**src/rtl/hdiv_pkg.sv**
```systemverilog
package hdiv_pkg;
  localparam int CODE_W      = 5;
  localparam int HALF_CODES  = 12;  // codes giving x.0/x.5 ratios from 1.5
  localparam int INT_CODES   = 9;   // codes giving integer ratios
  localparam int MIN_HALVES  = 3;   // ratio 1.5 expressed in half-periods
  localparam int FIRST_INT   = 8;   // first ratio of the integer range
  localparam int DEF_HALVES  = 4;   // ratio 2
  localparam int PH_N        = 4;   // quadrature phase count
  localparam int MAX_HALVES  = 2 * (FIRST_INT + INT_CODES - 1);
  localparam int HALVES_W    = $clog2(MAX_HALVES + 1);
  typedef logic [HALVES_W-1:0] halves_t;
endpackage

```
**src/rtl/hdiv_ratio_decode.sv**
```systemverilog
module hdiv_ratio_decode
  import hdiv_pkg::*;
#(
  parameter int CW     = CODE_W,
  parameter int N_HALF = HALF_CODES,
  parameter int N_INT  = INT_CODES
) (
  input  logic [CW-1:0] code_i,
  output halves_t       halves_o
);
  localparam int LAST_CODE = N_HALF + N_INT - 1;

  always_comb begin
    int c;
    c = int'(code_i);
    if (c < N_HALF)
      halves_o = halves_t'(c + MIN_HALVES);
    else if (c <= LAST_CODE)
      halves_o = halves_t'(2 * (c - N_HALF + FIRST_INT));
    else
      halves_o = halves_t'(DEF_HALVES);
  end
endmodule

```
**src/rtl/hdiv_quad_gen.sv**
```systemverilog
module hdiv_quad_gen
  import hdiv_pkg::*;
#(
  parameter int NPH = PH_N
) (
  input  logic           clk_i,
  input  logic           rst_i,
  output logic           edge_next_o,  // next clock edge is a reference edge
  output logic [NPH-1:0] quad_o
);
  localparam int QW = $clog2(NPH);

  logic [QW-1:0] qtr_q;
  logic [QW-1:0] qtr_nxt;

  assign qtr_nxt     = qtr_q + 1'b1;
  assign edge_next_o = qtr_q[0];

  always_ff @(posedge clk_i) begin
    if (rst_i) qtr_q <= QW'(NPH - 1);
    else       qtr_q <= qtr_nxt;
  end

  for (genvar k = 0; k < NPH; k++) begin : g_phase
    localparam logic [QW-1:0] K = QW'(k);
    logic [QW-1:0] rel;
    logic [QW-1:0] rel_rst;
    assign rel     = qtr_nxt - K;
    assign rel_rst = QW'(NPH - 1) - K;
    always_ff @(posedge clk_i) begin
      if (rst_i) quad_o[k] <= (int'(rel_rst) < NPH / 2);
      else       quad_o[k] <= (int'(rel) < NPH / 2);
    end
  end

  p_quad_rotate_r6: assert property (@(posedge clk_i) disable iff (rst_i)
    1'b1 |=> quad_o == {$past(quad_o[NPH-2:0]), $past(quad_o[NPH-1])});

  p_quad_half_high_r6: assert property (@(posedge clk_i) disable iff (rst_i)
    $countones(quad_o) == NPH / 2);
endmodule

```
**src/rtl/hdiv_divider.sv**
```systemverilog
module hdiv_divider
  import hdiv_pkg::*;
(
  input  logic    clk_i,
  input  logic    rst_i,
  input  logic    edge_next_i,
  input  halves_t halves_i,
  output logic    div_o
);
  halves_t act_q;
  halves_t cnt_q;
  logic    last_half;
  logic [HALVES_W:0] hi_len;
  logic [HALVES_W:0] cnt_inc;

  assign last_half = (cnt_q == act_q - 1'b1);
  assign hi_len    = ({1'b0, act_q} + 1'b1) >> 1;
  assign cnt_inc   = {1'b0, cnt_q} + 1'b1;

  always_ff @(posedge clk_i) begin
    if (rst_i) begin
      act_q <= halves_t'(DEF_HALVES);
      cnt_q <= halves_t'(DEF_HALVES - 1);
      div_o <= 1'b0;
    end else if (edge_next_i) begin
      if (last_half) begin
        act_q <= halves_i;
        cnt_q <= '0;
        div_o <= 1'b1;
      end else begin
        cnt_q <= cnt_inc[HALVES_W-1:0];
        div_o <= (cnt_inc < hi_len);
      end
    end
  end

  p_cnt_below_r4: assert property (@(posedge clk_i) disable iff (rst_i)
    cnt_q < act_q);

  p_rise_at_start_r4: assert property (@(posedge clk_i) disable iff (rst_i)
    $rose(div_o) |-> cnt_q == '0);

  p_ratio_hold_r7: assert property (@(posedge clk_i) disable iff (rst_i)
    !(edge_next_i && last_half) |=> $stable(act_q));

  p_ratio_range_r2: assert property (@(posedge clk_i) disable iff (rst_i)
    act_q >= halves_t'(MIN_HALVES) && act_q <= halves_t'(MAX_HALVES));
endmodule

```
**src/rtl/halfstep_clk_divider.sv**
```systemverilog
module halfstep_clk_divider
  import hdiv_pkg::*;
(
  input  logic              clk_i,
  input  logic              rst_i,
  input  logic [CODE_W-1:0] ratio_sel_i,
  output logic              div_clk_o,
  output logic [PH_N-1:0]   quad_o
);
  halves_t sel_halves;
  logic    edge_next;

  hdiv_ratio_decode #(
    .CW     (CODE_W),
    .N_HALF (HALF_CODES),
    .N_INT  (INT_CODES)
  ) u_decode (
    .code_i   (ratio_sel_i),
    .halves_o (sel_halves)
  );

  hdiv_quad_gen #(.NPH(PH_N)) u_quad (
    .clk_i       (clk_i),
    .rst_i       (rst_i),
    .edge_next_o (edge_next),
    .quad_o      (quad_o)
  );

  hdiv_divider u_div (
    .clk_i       (clk_i),
    .rst_i       (rst_i),
    .edge_next_i (edge_next),
    .halves_i    (sel_halves),
    .div_o       (div_clk_o)
  );

  p_edge_align_r6: assert property (@(posedge clk_i) disable iff (rst_i)
    !$stable(div_clk_o) |-> !$stable(quad_o[0]));

  p_rst_low_r1: assert property (@(posedge clk_i)
    rst_i |=> (!div_clk_o && quad_o == 4'b1100) || rst_i);
endmodule

```
**config.mk**
```make
export PLATFORM = sky130hd
export DESIGN_NAME = halfstep_clk_divider
export DESIGN_NICKNAME = d
export VERILOG_FILES = /design/src/rtl/hdiv_pkg.sv /design/src/rtl/hdiv_ratio_decode.sv /design/src/rtl/hdiv_quad_gen.sv /design/src/rtl/hdiv_divider.sv /design/src/rtl/halfstep_clk_divider.sv
export SDC_FILE = /design/constraint.sdc
export NUM_CORES = 1
export LEC_CHECK = 0
export ABC_AREA = 1
export BUFFER_PORTS_ARGS = -buffer_cell sky130_fd_sc_hd__buf_2
export CORE_MARGIN = 5
export CORE_UTILIZATION = 30
export CTS_CLUSTER_DIAMETER = 30
export DETAILED_ROUTE_END_ITERATION = 6
export GPL_TIMING_DRIVEN = 0
export PLACE_DENSITY = 0.48
export SYNTH_ARGS = -nofsm -noshare
export SYNTH_HDL_FRONTEND = slang
export SYNTH_SLANG_ARGS = --single-unit
```
**constraint.sdc**
```tcl
create_clock -name clk_i -period 3.7 [get_ports clk_i]
set_clock_uncertainty 0.05 [all_clocks]
set_input_delay 0.555 -clock clk_i [delete_from_list [all_inputs] [get_ports clk_i]]
set_output_delay 0.555 -clock clk_i [all_outputs]
set_load 0.05 [all_outputs]
```
==> Yosys cells after proc, flatten, opt, wreduce, memory -nomap -nowiden <==
Cells that the tools add are included.
{ "op_classes": {"add_sub_neg": 10, "multipliers": 0, "n_div": 0, "order_cmp": 7, "n_eq_ne": 1, "shift": 0, "muxes": 4, "bitwise_logic": 0, "n_reduce_logical": 1} }
{ "op_table": {"columns": ["operator", "count"], "rows": [
  ["$mux 6", 3],
  ["$add 6x1->7 const B", 2],
  ["$lt 2x2->1 const B", 4],
  ["$lt 7x6->1", 1],
  ["$add 5x2->6 const B", 1],
  ["$eq 6x6->1", 1],
  ["$sub 6x1->6 const B", 1],
  ["$add 5x5->5 const B", 1],
  ["$le 5x5->1 const B", 1],
  ["$lt 5x4->1 const B", 1],
  ["$sub 5x4->5 const B", 1],
  ["$sub 2x2->2 const B", 2],
  ["$add 2x1->2 const B", 1],
  ["$reduce_and 2->1", 1],
  ["$sub 2x1->2 const B", 1],
  ["$mux 1", 1]
]} }
{ "word_totals": {"regBits": 19, "latch_bits": 0, "ramBits": 0, "romBits": 0, "input_bits": 7, "memories": 0} }

==> Logic depth before layout (Yosys ltp) <==
{ "logic_depth": {"word_depth": 4, "ltp_mapped": 13, "mapped_depth_nobuf": 13} }

==> Cells and area by module <==
From an unflattened synthesis, not the netlist that was laid out.
{ "unflattened": {"hier_cells": 219, "hier_area_um2": 1385.1} }
{ "by_module_without_submodules": {"columns": ["mod", "instances", "cells_per_inst", "area_each_um2"], "rows": [
  ["hdiv_divider", 1, 163, 1026.0],
  ["hdiv_ratio_decode", 1, 40, 214.0],
  ["hdiv_quad_gen", 1, 16, 145.1]
]} }

==> Worst setup path after synthesis <==
No wires, ideal clock.
{ "synth_timing": {"path_kind": "flip-flop to flip-flop", "from": "register u_div.cnt_q[0]", "to": "register u_div.div_o", "t_arrival_ns": 1.588, "t_required_ns": 3.594, "slack_ns": 2.006, "path_stages_with_launch": 13, "n_path_buf": 0, "path_cell_list": "dfxtp_1 -> ha_1 -> xor2_1 -> ha_1 -> a21oi_1 -> nand2_1 -> nand3_1 -> nand2_1 -> nand2_1 -> nand2_1 -> nand3_1 -> nand2_1 -> inv_1"} }
{ "synth_via": {"elab_chain_len": 3, "elab_cells_between_ends": 4} }
{ "synth_lines": {"columns": ["element", "line_no", "rtl"], "rows": [
  ["from (decl)", "hdiv_divider.sv:11", "halves_t cnt_q;"],
  ["from (signal assigned)", "hdiv_divider.sv:23", "cnt_q <= halves_t'(DEF_HALVES - 1);"],
  ["from (signal assigned)", "hdiv_divider.sv:31", "cnt_q <= cnt_inc[HALVES_W-1:0];"],
  ["$add 6x1->7", "hdiv_divider.sv:18", "assign cnt_inc = {1'b0, cnt_q} + 1'b1;"],
  ["$lt 7x6->1", "hdiv_divider.sv:32", "div_o <= (cnt_inc < hi_len);"],
  ["$mux 1 (*)", "hdiv_divider.sv:26", "if (last_half) begin"],
  ["to (signal assigned)", "hdiv_divider.sv:32", null],
  ["to (decl)", "hdiv_divider.sv:8", "output logic div_o"]
]} }
Every way passes the cells marked *; elsewhere a longest branch is shown, timed or not.
A chain may end at the register's enable or synchronous reset.

==> Worst setup path in the final report <==
Ends and elaborated chain as after synthesis.

==> out/results.ini <==
[layout]
drive_above_1_share_pct = 12.0
area_delta_synth_final_pct = 12.8
postLayoutCoreUtil_pct = 34.8
layout_common_cells = 51 x nand2_1, 27 x inv_1, 23 x nor2_1
nFillCells = 509
nNetsFinal = 237
layout.cells.most_common = nand2_1
antennaDiodeCount = 0

[clock_network]
cts.sinks = 18
h-tree-depth = 1
path_clk_slew_ns = 0.07
cts_resized = 0
cts_tree = built
clock_tree.buffer_depth = 2
post_cts_buffers = 0
clk-insertion-delay-late_ns = 0.25
numCtsBuffers = 3
cts_root_buf = clkbuf_8
ctsHoldBuffers = 0

[route]
via_per_inst = 4.66
vias = 1254
drt_first_pass_iters = 4
wl_per_cell_um = 10.5
wirelength_um = 2840
ant_nets = 0
drt_iter0_drc = 85
drc = 0

[synthesis]
synthesis.area_um2 = 1330
ys_ff_latch = 18
avgSynthCellArea_um2 = 6.57
yosysWarnings = 0
synth_cells = 203
ys_seq_area_share_pct = 27.0
ys_types = 23
synth_nets = 222

[setup_path]
crit_buf_inv = 1
cpLargestDelayFamily = adder cells
worst-r2r-cell-count = 12
crit_fanout = 7
cp.arrival_ns = 2.07
critPathSlowestCell = dfxtp_1
cpPeakStageDelay_ns = 0.47
worstReg2RegEnd = u_div.div_o
r2r_start = u_div.cnt_q[0]
ff2ff_setup_slack_ns = 1.79
critPathKind = reg2reg
end_kind = register
crit_chain = ha_1 -> xor2_1 -> ha_1 -> a21oi_1 -> nand2_1 -> nand3_1 -> nand2_1 -> nand2_1 -> nand2_1 -> nand3_1 -> nand2_1 -> inv_1
cpMostUsedCell = nand2_1
startpoint_type = register
worst_ep_required_time_ns = 3.85

[sta]
max_freq_ghz = 0.522
slew_headroom_pct = 71.2
hold_violations = 0
slew_viol_final = 0
period_minus_slack_ns = 1.91
fin_tns_setup_ns = 0
setup_viol = 0
rsz0062_at_grt = no
worst_pin_slew_ns = 0.430
period_share_pct = 51.7

[floorplan]
fp.coreArea_um2 = 4320
die_x_um = 76.7
die_h_um = 76.7
row_count = 24
die_area_um2 = 5880
ios = 12
start_util_pct = 30.8

[flow_run]
drv_cap = 0

[placed_design]
io_buffer_count = 10
gp_congestion = 0.813
dp_hpwl_um = 2290

[global_routing]
antenna_found_initial = 0
gr-total-overflow = 0
grt_pass1_vias = 1211
grt_pass1_wl_um = 5290
grt_usage_pct = 10.4
grt_max_degree = 11

[pwr]
leakage_nw = 0.763
vdd_drop_max_mv = 0.266
p_per_area_nw_per_um2 = 782

[outcome]
status = finished clean

[hold_path]
hold_path_class = reg2reg
min_from = u_quad.quad_o[2]
min_path_cells = 1
whs_endpoint = u_quad.quad_o[1]

-- where the power goes --
group	internal (mW)	switching (mW)
registers	0.253	0.0616
clock network	0.0945	0.0642
logic	0.275	0.428
-- how the worst max path moves through the flow --
stage,start,end,slack (ns),cells after the start
6_report,u_div.cnt_q[0],u_div.div_o,1.79,12
3_5_place_dp,u_div.cnt_q[0],u_div.div_o,1.79,12
4_1_cts,u_div.cnt_q[0],u_div.div_o,1.78,12
5_1_grt,u_div.act_q[0],u_div.div_o,1.50,11
3_3_place_gp,u_div.cnt_q[0],u_div.div_o,1.77,12
2_1_floorplan,u_div.cnt_q[0],u_div.div_o,2.01,12
-- through the flow --
stage / hold slack [ns] / cells / cell area (um2) / setup slack [ns] / power [mW]
finish: 0.425 / 269 / 1500 / 1.79 / 1.18
global placement: 0.414 / 265 / 1450 / 1.77 / 1.04
CTS: 0.430 / 269 / 1500 / 1.78 / 1.19
floorplan: 0.439 / 203 / 1330 / 2.01 / 0.891
detailed placement: 0.418 / 265 / 1450 / 1.79 / 1.03
global route: 0.466 / 269 / 1500 / 1.50 / 1.34
-- cell usage after synthesis, drive strengths merged --
| cell type | n | area [um2] |
|---|---|---|
| a21oi | 9 | 45.0 |
| a22oi | 1 | 7.51 |
| buf | 4 | 32.5 |
| clkbuf | 1 | 3.75 |
| dfxtp | 18 | 360 |
| ha | 12 | 150 |
| inv | 28 | 108 |
| nand2 | 53 | 204 |
| nand3 | 23 | 125 |
| nand3b | 1 | 7.51 |
| nand4 | 2 | 12.5 |
| nor2 | 26 | 110 |
| nor3 | 2 | 10.0 |
| o211ai | 2 | 15.0 |
| o21ai | 11 | 55.1 |
| xnor2 | 3 | 26.3 |
| xor2 | 7 | 61.3 |
-- area by class of cell --
| type | instances | area [um2] | area share [%] |
|---|---|---|---|
| Multi-Input combinational cell | 152 | 830 | 55.2 |
| Tap cell | 52 | 65.1 | 4.33 |
| Inverter | 28 | 108 | 7.15 |
| Timing Repair Buffer | 10 | 50.0 | 3.33 |
| Clock buffer | 4 | 55.1 | 3.66 |
| Sequential cell | 18 | 360 | 24.0 |
| Buffer | 5 | 36.3 | 2.41 |
-- kinds of logic after synthesis --
group	after synthesis	share of synthesized area, %
buf+inv	33	10.8
flops	18	27.0
xor+xnor	10	6.57
fa+ha+maj	12	11.3
compound gates	23	9.19
simple gates	107	35.2
-- per-layer routing --
layer  part of all wire [%]  routed length (um)  GRT usage (%)  vias up
met2                     46                1290           16.8       23
met3                    3.8                 107           1.76        2
li1                       -                   -              -      677
met1                     50                1410           14.1      552
met4                   0.95                  27           3.15        0
met5                      0                   0              0        -
-- flip-flops by register name, summed over array words and instances, names as in the netlist --
signal         count
u_div.act_q        6
u_quad.quad_o      4
u_quad.qtr_q       1
u_div.div_o        1
u_div.cnt_q        6
(Power assumes the default switching activity.)
